[src/rtl/wq_sched.sv]
`timescale 1ns/1ps
module wq_sched #(
  parameter int NUM_FQ   = 8,
  parameter int FQ_DEPTH = 4,
  parameter int DESC_W   = 16,
  parameter int NUM_CG   = 4,
  parameter int CCW      = $clog2(NUM_FQ*FQ_DEPTH+1),
  parameter logic [NUM_FQ*3-1:0] FQ_WQ_MAP = {3'd3,3'd3,3'd7,3'd0,3'd5,3'd5,3'd2,3'd2},
  parameter logic [NUM_FQ*$clog2(NUM_CG)-1:0] FQ_CG_MAP = {2'd3,2'd3,2'd2,2'd2,2'd1,2'd1,2'd0,2'd0},
  parameter logic [NUM_CG*CCW-1:0] CG_THR = {6'd5,6'd32,6'd32,6'd3}
) (
  input  logic                      clk,
  input  logic                      rst_n,
  input  logic                      enq_valid,
  input  logic [$clog2(NUM_FQ)-1:0] enq_fq,
  input  logic [DESC_W-1:0]         enq_desc,
  output logic                      enq_drop,
  input  logic                      deq_req,
  output logic                      deq_ack,
  output logic                      deq_valid,
  output logic [$clog2(NUM_FQ)-1:0] deq_fq,
  output logic [DESC_W-1:0]         deq_desc
);
  localparam int NWQ = 8;
  localparam int FQW = $clog2(NUM_FQ);
  localparam int DPW = $clog2(FQ_DEPTH);
  localparam int DCW = $clog2(FQ_DEPTH+1);
  localparam int WCW = $clog2(NUM_FQ+1);
  localparam int CGW = $clog2(NUM_CG);

  logic [DESC_W-1:0] fq_mem [NUM_FQ][FQ_DEPTH];
  logic [DPW-1:0]    fq_head [NUM_FQ];
  logic [DCW-1:0]    fq_cnt  [NUM_FQ];
  logic [FQW-1:0]    wq_mem  [NWQ][NUM_FQ];
  logic [FQW-1:0]    wq_head [NWQ];
  logic [WCW-1:0]    wq_cnt  [NWQ];
  logic [CCW-1:0]    cg_cnt  [NUM_CG];

  logic          sel_any;
  logic [2:0]    sel_wq;
  logic [FQW-1:0] sel_fq;
  logic [2:0]    e_wq;
  logic [CGW-1:0] e_cg, s_cg;
  logic          drop, enq_go, deq_go, same, requeue, link;
  logic [DCW-1:0] sel_left;
  logic [NWQ-1:0] wq_pop, wq_pa, wq_pb;
  logic [FQW-1:0] wq_tail [NWQ];

  always_comb begin
    sel_any = 1'b0;
    sel_wq  = '0;
    for (int w = NWQ-1; w >= 0; w--)
      if (wq_cnt[w] != '0) begin
        sel_any = 1'b1;
        sel_wq  = 3'(w);
      end
  end

  assign sel_fq   = wq_mem[sel_wq][wq_head[sel_wq]];
  assign e_wq     = FQ_WQ_MAP[enq_fq*3 +: 3];
  assign e_cg     = FQ_CG_MAP[enq_fq*CGW +: CGW];
  assign s_cg     = FQ_CG_MAP[sel_fq*CGW +: CGW];
  assign drop     = (fq_cnt[enq_fq] == DCW'(FQ_DEPTH)) || (cg_cnt[e_cg] >= CG_THR[e_cg*CCW +: CCW]);
  assign enq_go   = enq_valid && !drop;
  assign deq_go   = deq_req && sel_any;
  assign same     = enq_go && (enq_fq == sel_fq);
  assign sel_left = fq_cnt[sel_fq] - DCW'(1) + DCW'(same);
  assign requeue  = deq_go && (sel_left != '0);
  assign link     = enq_go && (fq_cnt[enq_fq] == '0);

  always_comb
    for (int w = 0; w < NWQ; w++) begin
      wq_pop[w]  = deq_go  && (sel_wq == 3'(w));
      wq_pa[w]   = requeue && (sel_wq == 3'(w));
      wq_pb[w]   = link    && (e_wq == 3'(w));
      wq_tail[w] = wq_head[w] + FQW'(wq_cnt[w]);
    end

  always_ff @(posedge clk) begin
    if (enq_go) fq_mem[enq_fq][fq_head[enq_fq] + DPW'(fq_cnt[enq_fq])] <= enq_desc;
    for (int w = 0; w < NWQ; w++) begin
      if (wq_pa[w]) wq_mem[w][wq_tail[w]] <= sel_fq;
      if (wq_pb[w]) wq_mem[w][wq_tail[w] + FQW'(wq_pa[w])] <= enq_fq;
    end
  end

  always_ff @(posedge clk) begin
    if (!rst_n) begin
      enq_drop <= 1'b0; deq_ack <= 1'b0; deq_valid <= 1'b0;
      deq_fq <= '0; deq_desc <= '0;
      for (int f = 0; f < NUM_FQ; f++) begin fq_head[f] <= '0; fq_cnt[f] <= '0; end
      for (int w = 0; w < NWQ; w++) begin wq_head[w] <= '0; wq_cnt[w] <= '0; end
      for (int c = 0; c < NUM_CG; c++) cg_cnt[c] <= '0;
    end else begin
      enq_drop  <= enq_valid && drop;
      deq_ack   <= deq_req;
      deq_valid <= deq_go;
      deq_fq    <= sel_fq;
      deq_desc  <= fq_mem[sel_fq][fq_head[sel_fq]];
      if (deq_go) fq_head[sel_fq] <= fq_head[sel_fq] + DPW'(1);
      for (int f = 0; f < NUM_FQ; f++)
        fq_cnt[f] <= fq_cnt[f] + DCW'(enq_go && enq_fq == FQW'(f)) - DCW'(deq_go && sel_fq == FQW'(f));
      for (int c = 0; c < NUM_CG; c++)
        cg_cnt[c] <= cg_cnt[c] + CCW'(enq_go && e_cg == CGW'(c)) - CCW'(deq_go && s_cg == CGW'(c));
      for (int w = 0; w < NWQ; w++) begin
        if (wq_pop[w]) wq_head[w] <= wq_head[w] + FQW'(1);
        wq_cnt[w] <= wq_cnt[w] + WCW'(wq_pa[w]) + WCW'(wq_pb[w]) - WCW'(wq_pop[w]);
      end
    end
  end

  int nz_fq, wq_total;
  always_comb begin
    nz_fq = 0; wq_total = 0;
    for (int f = 0; f < NUM_FQ; f++) if (fq_cnt[f] != '0) nz_fq++;
    for (int w = 0; w < NWQ; w++) wq_total += int'(wq_cnt[w]);
  end


  link_match_chk: assert property (@(posedge clk) disable iff (!rst_n) nz_fq == wq_total);


  empty_resp_chk: assert property (@(posedge clk) disable iff (!rst_n)
    (deq_req && wq_total == 0) |=> (deq_ack && !deq_valid));


  deq_ack_chk: assert property (@(posedge clk) disable iff (!rst_n) deq_req |=> deq_ack);

  for (genvar g = 0; g < NUM_CG; g++) begin : g_cg

    cg_limit_chk: assert property (@(posedge clk) disable iff (!rst_n)
      cg_cnt[g] <= CG_THR[g*CCW +: CCW]);
  end

  for (genvar g = 0; g < NUM_FQ; g++) begin : g_fq

    fq_full_chk: assert property (@(posedge clk) disable iff (!rst_n)
      fq_cnt[g] <= DCW'(FQ_DEPTH));
  end
endmodule

[config.mk]
export PLATFORM = sky130hd
export DESIGN_NAME = wq_sched
export DESIGN_NICKNAME = d
export VERILOG_FILES = /design/src/rtl/wq_sched.sv
export SDC_FILE = /design/constraint.sdc
export NUM_CORES = 1
export LEC_CHECK = 0
export BUFFER_PORTS_ARGS = -buffer_cell sky130_fd_sc_hd__buf_4
export CORE_ASPECT_RATIO = 1.5
export CORE_MARGIN = 2
export CORE_UTILIZATION = 37
export CTS_BUF_LIST = sky130_fd_sc_hd__clkbuf_4
export DETAILED_ROUTE_END_ITERATION = 10
export PLACE_DENSITY = 0.5
export SETUP_SLACK_MARGIN = 0.1
export SLEW_MARGIN = 30
export SYNTH_ARGS = -nofsm -noshare
export SYNTH_HDL_FRONTEND = slang
export SYNTH_SLANG_ARGS = --single-unit
export TNS_END_PERCENT = 30
[constraint.sdc]
create_clock -name clk -period 9.6 [get_ports clk]
set_input_delay 1.44 -clock clk [delete_from_list [all_inputs] [get_ports clk]]
set_output_delay 1.44 -clock clk [all_outputs]
set_load 0.005 [all_outputs]
## Word-level counts from Yosys, hierarchy flattened

Memories as Yosys holds them, arrays and structs flattened.
Index checks and enable logic that the tools add are counted.

- Add/subtract/negate cells: 76
- Multipliers: 2
- Order comparisons: 37
- Eq/ne operators: 36
- Shifts and indexed selects: 4
- Mux-type cells: 342
- Bitwise operators: 239
- Reduce and logical (&&, ||, !) cells: 90

Operators by type and width:

| kind | count |
|---|---|
| 24-bit 2-to-1 mux | 16 |
| 1-bit 2-to-1 mux | 247 |
| 1-bit bitwise OR | 220 |
| 3-bit demux with 3-bit select | 16 |
| 3-bit 2-to-1 mux | 43 |
| 1-bit logical AND | 71 |
| 4-bit >= comparator, second input constant | 17 |
| 3-bit NOT with 4-bit output | 17 |
| 4-bit by 1-bit adder with 4-bit output | 16 |
| 4-bit by 1-bit < comparator with 1-bit output, second input constant | 16 |
| 64-bit 2-to-1 mux | 1 |
| 3-bit by 1-bit adder with 3-bit output | 17 |
| 3-bit == test, second input constant | 17 |
| 16-bit 2-to-1 mux | 3 |
| 16-bit binary-select mux with 2-bit select | 1 |
| 16-bit demux with 2-bit select | 1 |
| 4-bit 2-to-1 mux | 8 |
| 4-bit nonzero test | 8 |
| 16-bit by 5-bit indexed part select with 2-bit output, first input constant | 2 |
| 4-bit by 1-bit subtractor with 4-bit output | 8 |
| 3-bit by 1-bit adder with 3-bit output, second input constant | 8 |
| 3-bit adder | 8 |
| 6-bit by 1-bit adder with 6-bit output | 4 |
| 3-bit by 2-bit == test with 1-bit output, second input constant | 8 |
| other kinds (26) | 53 |

- Register bits after elaboration: 22
- RAM bits: 824
- Input bits: 23
- Output and inout port bits: 22
- Word-level logic and storage cells: 838
- Memories: 7

Memory list:

| memory | depth | width | rd ports | clocked after memory_dff | write ports | RTL line | source |
|---|---|---|---|---|---|---|---|
| fq_mem | 8 | 64 | 1 | 0 | 1 | 31 | `logic [DESC_W-1:0] fq_mem [NUM_FQ][FQ_DEPTH];` |
| wq_mem | 8 | 24 | 1 | 0 | 8 | 34 | `logic [FQW-1:0] wq_mem [NWQ][NUM_FQ];` |
| wq_cnt | 8 | 4 | 8 | 0 | 8 | 36 | `logic [WCW-1:0] wq_cnt [NWQ];` |
| cg_cnt | 4 | 6 | 5 | 0 | 4 | 37 | `logic [CCW-1:0] cg_cnt [NUM_CG];` |
| fq_cnt | 8 | 3 | 10 | 0 | 8 | 33 | `logic [DCW-1:0] fq_cnt [NUM_FQ];` |
| wq_head | 8 | 3 | 9 | 0 | 8 | 35 | `logic [FQW-1:0] wq_head [NWQ];` |
| +1 memories | - | - | - | - | - | - |  |

## Depth between registers and ports, before layout

Gate-level depths: netlist (run 1).
An unclocked memory read counts as a cell.

- Depth after elaboration: 29
- Depth in mapped cells: 38
- Depth with buffers taken out: 27

## Worst setup path before layout (run 1)

OpenSTA, ideal clock, no wires.

- Path type: in2reg
- Start point: input port enq_fq[1]
- End point: memory wq_mem[2][21] in the netlist's numbering, enable pin
- Library setup time: 0.344 ns
- Data arrival time: 7.150 ns
- Required time: 9.256 ns
- Path slack: 2.106 ns
- Stages on the path: 24
- Buffers on the path: 7
- Cell sequence: clkbuf_1 > clkbuf_1 > buf_1 > mux4_2 > ha_1 > a21oi_1 > o311ai_0 > a221oi_1 > and2_1 > clkbuf_1 > nand4_1 > ha_1 > ha_1 > xor2_1 > and3_1 > buf_2 > buf_2 > nor2_1 > ha_1 > ha_1 > xor2_1 > or4b_2 > clkbuf_1 > o21ai_0

RTL lines:

| item | RTL line | source |
|---|---|---|
| from (decl) | 15 | `input logic [$clog2(NUM_FQ)-1:0] enq_fq,` |
| to (decl) | 34 |  |

==> impl_metrics.ini, run 1 <==
[outcome]
outcome = finished, final reports clean

[timing]
slew_violations = 0
hold_viol = 0
setup-violations-final = 0
finalClockSkew_ns = 0.0636
rsz0062_at_grt = false
min_period_over_period = 0.848
tightest_slew_ns = 1.02
tns_ns = 0
finalCriticalPeriod_ns = 8.14
clock.fmax_ghz = 0.123
slew_headroom = 0.321

[cts]
tritoncts = done
postCtsSetupBuffers = 0
cts_root_buffer = clkbuf_4
hold_buffers = 0
insertion_delay_ns = 1.18
cts.sinks = 846
cts.repair.resized = 0
clockBufferDepth = 3
numCtsBuffers = 210
clk_pin_slew_ns = 0.07
htreeDepth = 4

[logic_synthesis]
synth_cells = 3444
yosysWarnings = 0
synth_compound_area_frac = 0.109
synth_top_family_by_area = simple AND/OR/NAND/NOR gates
synth.net_count = 3621
synth_mux_area_frac = 0.0720
synth_xor_area_frac = 0.0220
ys_types = 92
synth_top_area_frac = 0.540
yosys-top-cells-area = edfxtp_1, dfxtp_1, mux2i_1
ys_ff_latch = 846
yosys-top-cells-count = edfxtp_1, nand2_1, nor2_1
synth_area_um2 = 41400
async_reset_ff_frac = 0
synth_most_common_cell = edfxtp_1
synth_simple_gate_area_frac = 0.118
synth.largest_area_cell = edfxtp_1
seq_area_frac_synth = 0.590
syn_avg_cell_area_um2 = 12.0
synth-adder-area-share = 0.0531
synthFlopType = edfxtp_1
synth_edf_count = 744

[route]
ant_nets = 0
drt_first_pass_iters = 7
vias_per_cell = 5.37
via_count = 28082
drt_drc_violations_left = 0
drt_wl_total_um = 126000
drtIter0Drc = 1863
wl_per_cell_um = 24.0

[global_route]
grt_pass1_wl_um = 185000
grt_pass1_vias = 28939
grt_overflow = 0
grt_max_degree = 149
antenna_found_initial = 3
track_usage = 0.219

[run]
drv_cap = 0

[floorplan]
pin_count = 45
die_area_um2 = 115000
rows = 150
die_w_um = 277
core_area_um2 = 111000
start_util = 0.372
dieHeight_um = 413

[worst_setup_path]
endpoint_kind = flip-flop
crit_fanout = 72
critPathLaunchType = flip-flop
reg2reg_slack_ns = 1.46
critPathArrivalTime_ns = 8.97
critical_path_class = reg2reg
required_ns = 10.42

[final_layout]
synthToLayoutAreaGrowth_pct = 12.0
seqCellArea_um2 = 24400
multi_input_area_um2 = 15600
fillCellCount = 10720
nets = 3780
drive_gt1_frac = 0.185

[placed_design]
portBuffers = 44
gp_congestion = 0.961
hpwlAfterDp_um = 85500

[worst_hold_path]
hp-class = reg2reg
[cells by family (layout without fill, tap and decap cells)]
kind of cell	count (synthesis)	after routing
other	0	7
buffers and inverters	350	683
muxes	268	268
adders and majority gates	154	154
and+or+nand+nor	1042	1042
AOI/OAI and AO/OA	680	680
xor gates and xnor gates	104	104
DFF	846	846
[worst max-delay path, cell delays in order, from the launching register on]
cell and delay (ns):
dfxtp_1 0.32, inv_1 0.08, ha_1 0.16, or3b_1 0.63, a211oi_4 0.60, or2_2 0.58, nand3_1 0.24, a21oi_2 0.38
nor2_4 0.14, a311o_1 0.32, o2111a_1 0.19, nor4_4 0.76, buf_4 0.29, xnor2_1 0.13, nand4_1 0.13, ha_1 0.24
ha_1 0.18, xor2_1 0.15, and3_2 0.26, buf_12 0.23, nor3_1 0.34, ha_1 0.31, or3_1 0.39, nor3_1 0.46
o21bai_1 0.27
[cell type report]
| class | instances | share of cell area |
|---|---|---|
| flip-flops and latches | 846 | 0.527 |
| multi-input cells | 2248 | 0.337 |
| clock buffers | 321 | 0.0520 |
| well taps | 1444 | 0.0390 |
| repair buffers | 145 | 0.0249 |
| inverters | 152 | 0.0123 |
| clock inverters | 65 | 0.00816 |
| diodes | 7 | 0.000378 |
[through the flow]
| stage | area (um^2) | util | hold slack (ns) | worst slack (ns) | std cells |
|---|---|---|---|---|---|
| floorplan | 41400 | - | 0.550 | 2.11 | 3444 |
| global placement | 43500 | 0.391 | 0.591 | 1.58 | 4835 |
| detailed placement | 43500 | 0.392 | 0.593 | 1.49 | 4835 |
| CTS | 46300 | 0.417 | 0.468 | 1.44 | 5221 |
| global route | 46300 | 0.417 | 0.519 | 0.973 | 5224 |
| finish | 46300 | 0.417 | 0.586 | 1.46 | 5228 |
[state kept, by name, summed over array words and instances, names as in the netlist]
signal,cells
deq_ack,1
wq_mem,192
enq_drop,1
wq_cnt,32
fq_cnt,24
deq_fq,3
wq_head,24
deq_desc,16
fq_head,16
deq_valid,1
cg_cnt,24
fq_mem,512
[worst paths after layout]
kind	endpoint	startpoint	depth (start not counted)
setup / recovery	wq_mem[6][23]$_DFFE_PP_	wq_cnt[0][14]$_SDFF_PN0_	24
hold / removal	fq_cnt[6][2]$_SDFF_PN0_	fq_cnt[6][1]$_SDFF_PN0_	2
setup reg to reg	wq_mem[6][23]$_DFFE_PP_	wq_cnt[0][14]$_SDFF_PN0_	24
hold reg to reg	fq_cnt[6][2]$_SDFF_PN0_	fq_cnt[6][1]$_SDFF_PN0_	2
[cells in the final DEF, fill, tap and decap left out, drive strengths merged, types with 17 or more instances in the layout]
master,Yosys,layout
edfxtp,744,744
nand2,423,423
clkbuf,96,321
nor2,285,285
o21ai,217,217
mux2i,160,160
inv,149,156
buf,102,145
a21oi,140,140
ha,118,118
dfxtp,102,102
mux2,94,94
nand3,78,78
xnor2,67,67
clkinv,3,57
a211oi,55,55
and2,53,53
o211ai,48,48
nor3,37,37
xor2,37,37
fa,36,36
a21o,34,34
nand4,29,29
and3,28,28
a22oi,25,25
o21bai,20,20
a31oi,18,18
a311oi,17,17
[per-layer routing]
layer | global-route usage | vias up | share of wire
met5 | 0 | - | 0
met4 | 0.139 | 0 | 0.065
li1 | - | 13112 | -
met3 | 0.0383 | 312 | 0.038
met2 | 0.410 | 769 | 0.53
met1 | 0.226 | 13889 | 0.36
Power of run 1 is left out: the tool's default activity adds up to more than one toggle a clock period on the data nets, which glitch-free logic cannot reach.
==> run 2: changes to the inputs <==
--- a/config.mk
+++ b/config.mk
@@ -5,6 +5,7 @@
 export SDC_FILE = /design/constraint.sdc
 export NUM_CORES = 1
 export LEC_CHECK = 0
+export ABC_AREA = 1
 export BUFFER_PORTS_ARGS = -buffer_cell sky130_fd_sc_hd__buf_4
 export CORE_ASPECT_RATIO = 1.5
 export CORE_MARGIN = 2
==> constraint.sdc (replaced) <==
create_clock -name clk -period 7.7 [get_ports clk]
set_input_delay 1.155 -clock clk [delete_from_list [all_inputs] [get_ports clk]]
set_output_delay 1.155 -clock clk [all_outputs]
set_load 0.005 [all_outputs]
==> run 2 against run 1 <==
  * Clock skew up 0.0082 ns
  * Count of clock-buffer cells in the layout up 8
  * Global-route usage rose by 1.1 points
  * Die area rose by 1.9%
  * Cell count increased by 21%
  * Critical path depth increased by 12
  * Synthesized cell count increased by 33%
  * Fmax increased by 15%
  * Area after synthesis rose by 1.9%
  * Via count increased by 12%
  * Non-clock buffer count is 25 lower
==> impl_metrics.ini, run 2 <==
[route]
wl_met1_um = 48700
wl_met2_um = 70500
wl_per_cell_um = 20.9
drt_drc_violations_left = 0
drt_first_pass_iters = 6
drt_wl_total_um = 133000
ant_nets = 0
dr_wl_met3_um = 5370
drtIter0Drc = 2333
via_count = 31561
vias_per_cell = 4.98
highest_layer = met4

[global_route]
grt_pass1_vias = 31493
grt_overflow = 0
track_usage = 0.230
grt_pass1_wl_um = 197000
grt_max_degree = 109
antenna_found_initial = 2

[worst_setup_path]
endpoint_kind = flip-flop
reg2reg_slack_ns = 0.61
critPathSlowestCell = nor2_8
rr_startpoint = wq_cnt[1][6]$_SDFF_PN0_
max_stage_delay_ns = 0.46
ff2ff_path_depth = 36
required_ns = 8.54
regToRegEndpoint = wq_mem[4][12]$_DFFE_PP_
crit_path_start = wq_cnt[1][6]$_SDFF_PN0_
critPathArrivalTime_ns = 7.92
critical_path_class = reg2reg
critPathCapture = wq_mem[4][12]$_DFFE_PP_
critPathLaunchType = flip-flop
crit_fanout = 32

[timing]
tightest_slew_ns = 0.839
slew_violations = 0
slew_headroom = 0.435
clock.fmax_ghz = 0.141
finalCriticalPeriod_ns = 7.09
rsz0062_at_grt = false
finalWorstSetupSlack_ns = 0.613
finalClockSkew_ns = 0.0718
min_period_over_period = 0.920
hold_viol = 0
setup-violations-final = 0
tns_ns = 0

[logic_synthesis]
ys_ff_latch = 846
synth_simple_gate_area_frac = 0.238
synth_xor_area_frac = 0.0116
synth_area_um2 = 42200
seq_area_frac_synth = 0.578
synth_edf_count = 744
yosys-top-cells-count = nand2_1, edfxtp_1, nor2_1
synth_compound_area_frac = 0.0543
synth_top_family_by_area = simple AND/OR/NAND/NOR gates
async_reset_ff_frac = 0
ys_types = 51
synth_top_area_frac = 0.530
syn_avg_cell_area_um2 = 9.21
synth.largest_area_cell = edfxtp_1
synth_mux_area_frac = 0
yosys-top-cells-area = edfxtp_1, nand2_1, dfxtp_1
synthFlopType = edfxtp_1
yosysWarnings = 0
synth_most_common_cell = nand2_1
synth.net_count = 4754
synth-adder-area-share = 0.0521
synth_cells = 4577

[floorplan]
core_area_um2 = 113000
dieHeight_um = 417
die_w_um = 280
rows = 151
die_area_um2 = 117000
pin_count = 45
start_util = 0.373

[placed_design]
place_area_um2 = 44000
hpwlAfterDp_um = 87100
portBuffers = 44
gp_congestion = 0.996
place_ws_ns = 0.591

[run]
drv_cap = 0

[final_layout]
final_cell_area_um2 = 46800
mostFrequentLayoutCells = nand2_1, edfxtp_1, inv_1
final_common_cell = nand2_1
fillCellCount = 11328
synthToLayoutAreaGrowth_pct = 11.0
largest_reg_flops = 512
drive_gt1_frac = 0.119
nets = 4890

[cts]
htreeDepth = 4
numCtsBuffers = 211
tritoncts = done
cts.repair.resized = 0
postCtsSetupBuffers = 0
clockBufferDepth = 3
clk_pin_slew_ns = 0.07
cts.sinks = 846
cts_root_buffer = clkbuf_4
hold_buffers = 0
insertion_delay_ns = 1.18

[worst_hold_path]
hp-class = in2reg

[outcome]
outcome = finished, final reports clean
## run 2: area by class of cell
| type | instances | area [um^2] | area share |
|---|---|---|---|
| inverters | 447 | 1680 | 0.0359 |
| repair buffers | 120 | 917 | 0.0196 |
| clock buffers | 329 | 2470 | 0.0528 |
| flip-flops and latches | 846 | 24400 | 0.521 |
| clock inverters | 55 | 312 | 0.00666 |
| well taps | 1453 | 1820 | 0.0389 |
| multi-input cells | 3087 | 15200 | 0.325 |
| diodes | 4 | 10.0 | 0.000214 |
## run 2: cell families after synthesis
logic type               count (synthesis)
XOR/XNOR                                55
AND/OR/NAND/NOR                       2456
AO/OA/AOI/OAI                          422
buffers and inverters                  644
adder cells (fa/ha/maj)                154
flip-flops                             846
## run 2: worst max-delay path: cells and delay by family, from the launching register on
family          cells  cell delay, ns
compound gates      3            0.83
xor+xnor            1            0.22
fa+ha+maj           5            1.02
buf+inv             8            0.93
flops               1            0.35
simple gates       19            3.37
## run 2: layer usage
| layer | track usage | vias up |
|---|---|---|
| met3 | 0.0372 | 324 |
| met4 | 0.136 | 0 |
| met5 | 0 | - |
| met2 | 0.425 | 855 |
| met1 | 0.243 | 15017 |
| li1 | - | 15365 |
## run 2: how the worst min path moves through the flow
stage,from,endpoint,depth (start not counted)
final,enq_valid,enq_drop$_SDFF_PN0_,3
after CTS,enq_valid,enq_drop$_SDFF_PN0_,3
after floorplan,fq_cnt[2][1]$_SDFF_PN0_,fq_cnt[2][2]$_SDFF_PN0_,1
after global routing,enq_valid,enq_drop$_SDFF_PN0_,3
after detailed placement,fq_cnt[2][1]$_SDFF_PN0_,fq_cnt[2][2]$_SDFF_PN0_,1
after global placement,fq_cnt[2][1]$_SDFF_PN0_,fq_cnt[2][2]$_SDFF_PN0_,1
## run 2: through the flow
stage	hold WS, ns	std cells	utilization
6_report	0.284	6341	0.414
5_1_grt	0.194	6338	0.414
4_1_cts	0.127	6337	0.414
3_5_place_dp	0.485	5953	0.389
3_3_place_gp	0.483	5953	0.389
2_1_floorplan	0.466	4577	-
Power of run 2 is left out for the same reason.
==> run 3: changes to the inputs <==
--- a/config.mk
+++ b/config.mk
@@ -7,12 +7,12 @@
 export LEC_CHECK = 0
 export ABC_AREA = 1
 export BUFFER_PORTS_ARGS = -buffer_cell sky130_fd_sc_hd__buf_4
-export CORE_ASPECT_RATIO = 1.5
+export CORE_ASPECT_RATIO = 0.7
 export CORE_MARGIN = 2
 export CORE_UTILIZATION = 37
 export CTS_BUF_LIST = sky130_fd_sc_hd__clkbuf_4
 export DETAILED_ROUTE_END_ITERATION = 10
-export PLACE_DENSITY = 0.5
+export PLACE_DENSITY = 0.52
 export SETUP_SLACK_MARGIN = 0.1
 export SLEW_MARGIN = 30
 export SYNTH_ARGS = -nofsm -noshare
==> constraint.sdc (replaced) <==
create_clock -name clk -period 6.5 [get_ports clk]
set_input_delay 0.975 -clock clk [delete_from_list [all_inputs] [get_ports clk]]
set_output_delay 0.975 -clock clk [all_outputs]
set_load 0.005 [all_outputs]
==> run 3 against run 2 <==
  * Cell count up 2.0%
  * Clock skew is 0.022 ns higher
  * Register-to-register slack got worse by 0.18 ns
  * First-iteration DRC count is 33% higher
  * Utilization up 0.66 points
  * Global-route usage fell by 0.27 points
  * Critical path type unchanged
  * Largest cell class unchanged
==> impl_metrics.ini, run 3 (synthesis results as in run 2) <==
[worst_setup_path]
endpoint_kind = flip-flop
max_stage_delay_ns = 0.40
required_ns = 7.29
critPathSlowestCell = o21ai_0
ff2ff_path_depth = 38
crit_fanout = 12
crit_top_cell = nand2_1
crit_path_start = wq_cnt[1][14]$_SDFF_PN0_
rr_startpoint = wq_cnt[1][14]$_SDFF_PN0_
reg2reg_slack_ns = 0.43
critPathLaunchType = flip-flop
critical_path_class = reg2reg
critPathArrivalTime_ns = 6.87
regToRegEndpoint = wq_mem[0][5]$_DFFE_PP_
critPathCapture = wq_mem[0][5]$_DFFE_PP_

[floorplan]
pin_count = 45
core_area_um2 = 113000
rows = 103
start_util = 0.373
die_area_um2 = 117000
die_w_um = 407
dieHeight_um = 286

[run]
drv_cap = 0

[timing]
finalClockSkew_ns = 0.0939
rsz0062_at_grt = true
slew_headroom = 0.273
hold_viol = 0
tightest_slew_ns = 1.09
finalCriticalPeriod_ns = 6.07
setup-violations-final = 0
slew_violations = 0
tns_ns = 0
min_period_over_period = 0.934
clock.fmax_ghz = 0.165

[placed_design]
place_area_um2 = 44300
gp_congestion = 0.976
dp_cells = 6047
portBuffers = 44
hpwlAfterDp_um = 86100

[cts]
tritoncts = done
cts.sinks = 846
clk_pin_slew_ns = 0.08
insertion_delay_ns = 1.20
clockBufferDepth = 3
numCtsBuffers = 213
cts_root_buffer = clkbuf_4
htreeDepth = 4

[global_route]
track_usage = 0.227
grt_pass1_wl_um = 197000
grt_overflow = 0
grt_pass1_vias = 29869
grt_max_degree = 179
antenna_found_initial = 7

[worst_hold_path]
hp-class = in2reg

[route]
drtIter0Drc = 3108
via_count = 32222
ant_nets = 0
wl_per_cell_um = 20.6
drt_first_pass_iters = 6
drt_wl_total_um = 134000
vias_per_cell = 4.98
drt_drc_violations_left = 0

[final_layout]
fillCellCount = 11292
synthToLayoutAreaGrowth_pct = 12.7
largest_reg_flops = 512
drive_gt1_frac = 0.135
final_common_cell = nand2_1
nets = 4934
mostFrequentLayoutCells = nand2_1, edfxtp_1, inv_1
final_cell_area_um2 = 47500
final_cells = 6467

[outcome]
outcome = finished, final reports clean
==> run 3: metrics by stage <==
stage	hold WS (ns)	setup WS (ns)	utilization
global route	0.127	0.0342	0.421
finish	0.204	0.428	0.421
detailed placement	0.493	0.104	0.392
CTS	0.0763	0.130	0.417
floorplan	0.466	0.452	-
global placement	0.485	0.135	0.392
==> run 3: per-layer routing <==
metal	share of wire	GRT usage	vias up
met5	0.00019	0	-
met4	0.018	0.0644	4
met3	0.11	0.0735	189
met2	0.38	0.294	1380
met1	0.48	0.353	15164
li1	-	-	15485
==> run 3: final cells by class <==
cell class	instances	area, um^2	share of cell area
repair buffers	161	1320	0.0278
multi-input cells	3088	15400	0.324
diodes	7	17.5	0.000369
flip-flops and latches	846	24400	0.513
well taps	1522	1900	0.0401
clock inverters	70	359	0.00756
inverters	447	1690	0.0355
clock buffers	326	2450	0.0515
==> run 3: how the worst min path moves through the flow <==
| stage | to | cells after the start | slack, ns | startpoint |
|---|---|---|---|---|
| 4_1_cts | fq_mem[6][54]$_DFFE_PP_ | 1 | 0.08 | enq_desc[6] |
| 5_1_grt | fq_mem[5][38]$_DFFE_PP_ | 1 | 0.13 | enq_desc[6] |
| 3_3_place_gp | fq_cnt[2][2]$_SDFF_PN0_ | 1 | 0.48 | fq_cnt[2][1]$_SDFF_PN0_ |
| 3_5_place_dp | fq_cnt[4][2]$_SDFF_PN0_ | 1 | 0.49 | fq_cnt[4][1]$_SDFF_PN0_ |
| 6_report | fq_mem[6][54]$_DFFE_PP_ | 1 | 0.20 | enq_desc[6] |
| 2_1_floorplan | fq_cnt[2][2]$_SDFF_PN0_ | 1 | 0.47 | fq_cnt[2][1]$_SDFF_PN0_ |
==> run 3: what timing repair did <==
action / CTS / global route
buffers inserted: 0 / 14
pin swaps: 1 / 6
endpoints found under the hold margin: 2 / 0
endpoints found under the setup margin: 4 / 384
gates cloned: 1 / 0
hold buffers: 2 / 0
resized for setup: 1 / 64
==> run 3: worst max-delay path: cells and delay by family (launching register included) <==
family                   cells  cell delay [ns]
buffers and inverters        8             0.94
flip-flops                   1             0.32
AND/OR/NAND/NOR             19             2.12
XOR/XNOR                     1             0.19
AO/OA/AOI/OAI                5             1.06
adder cells (fa/ha/maj)      5             1.04
Power of run 3 is left out for the same reason.
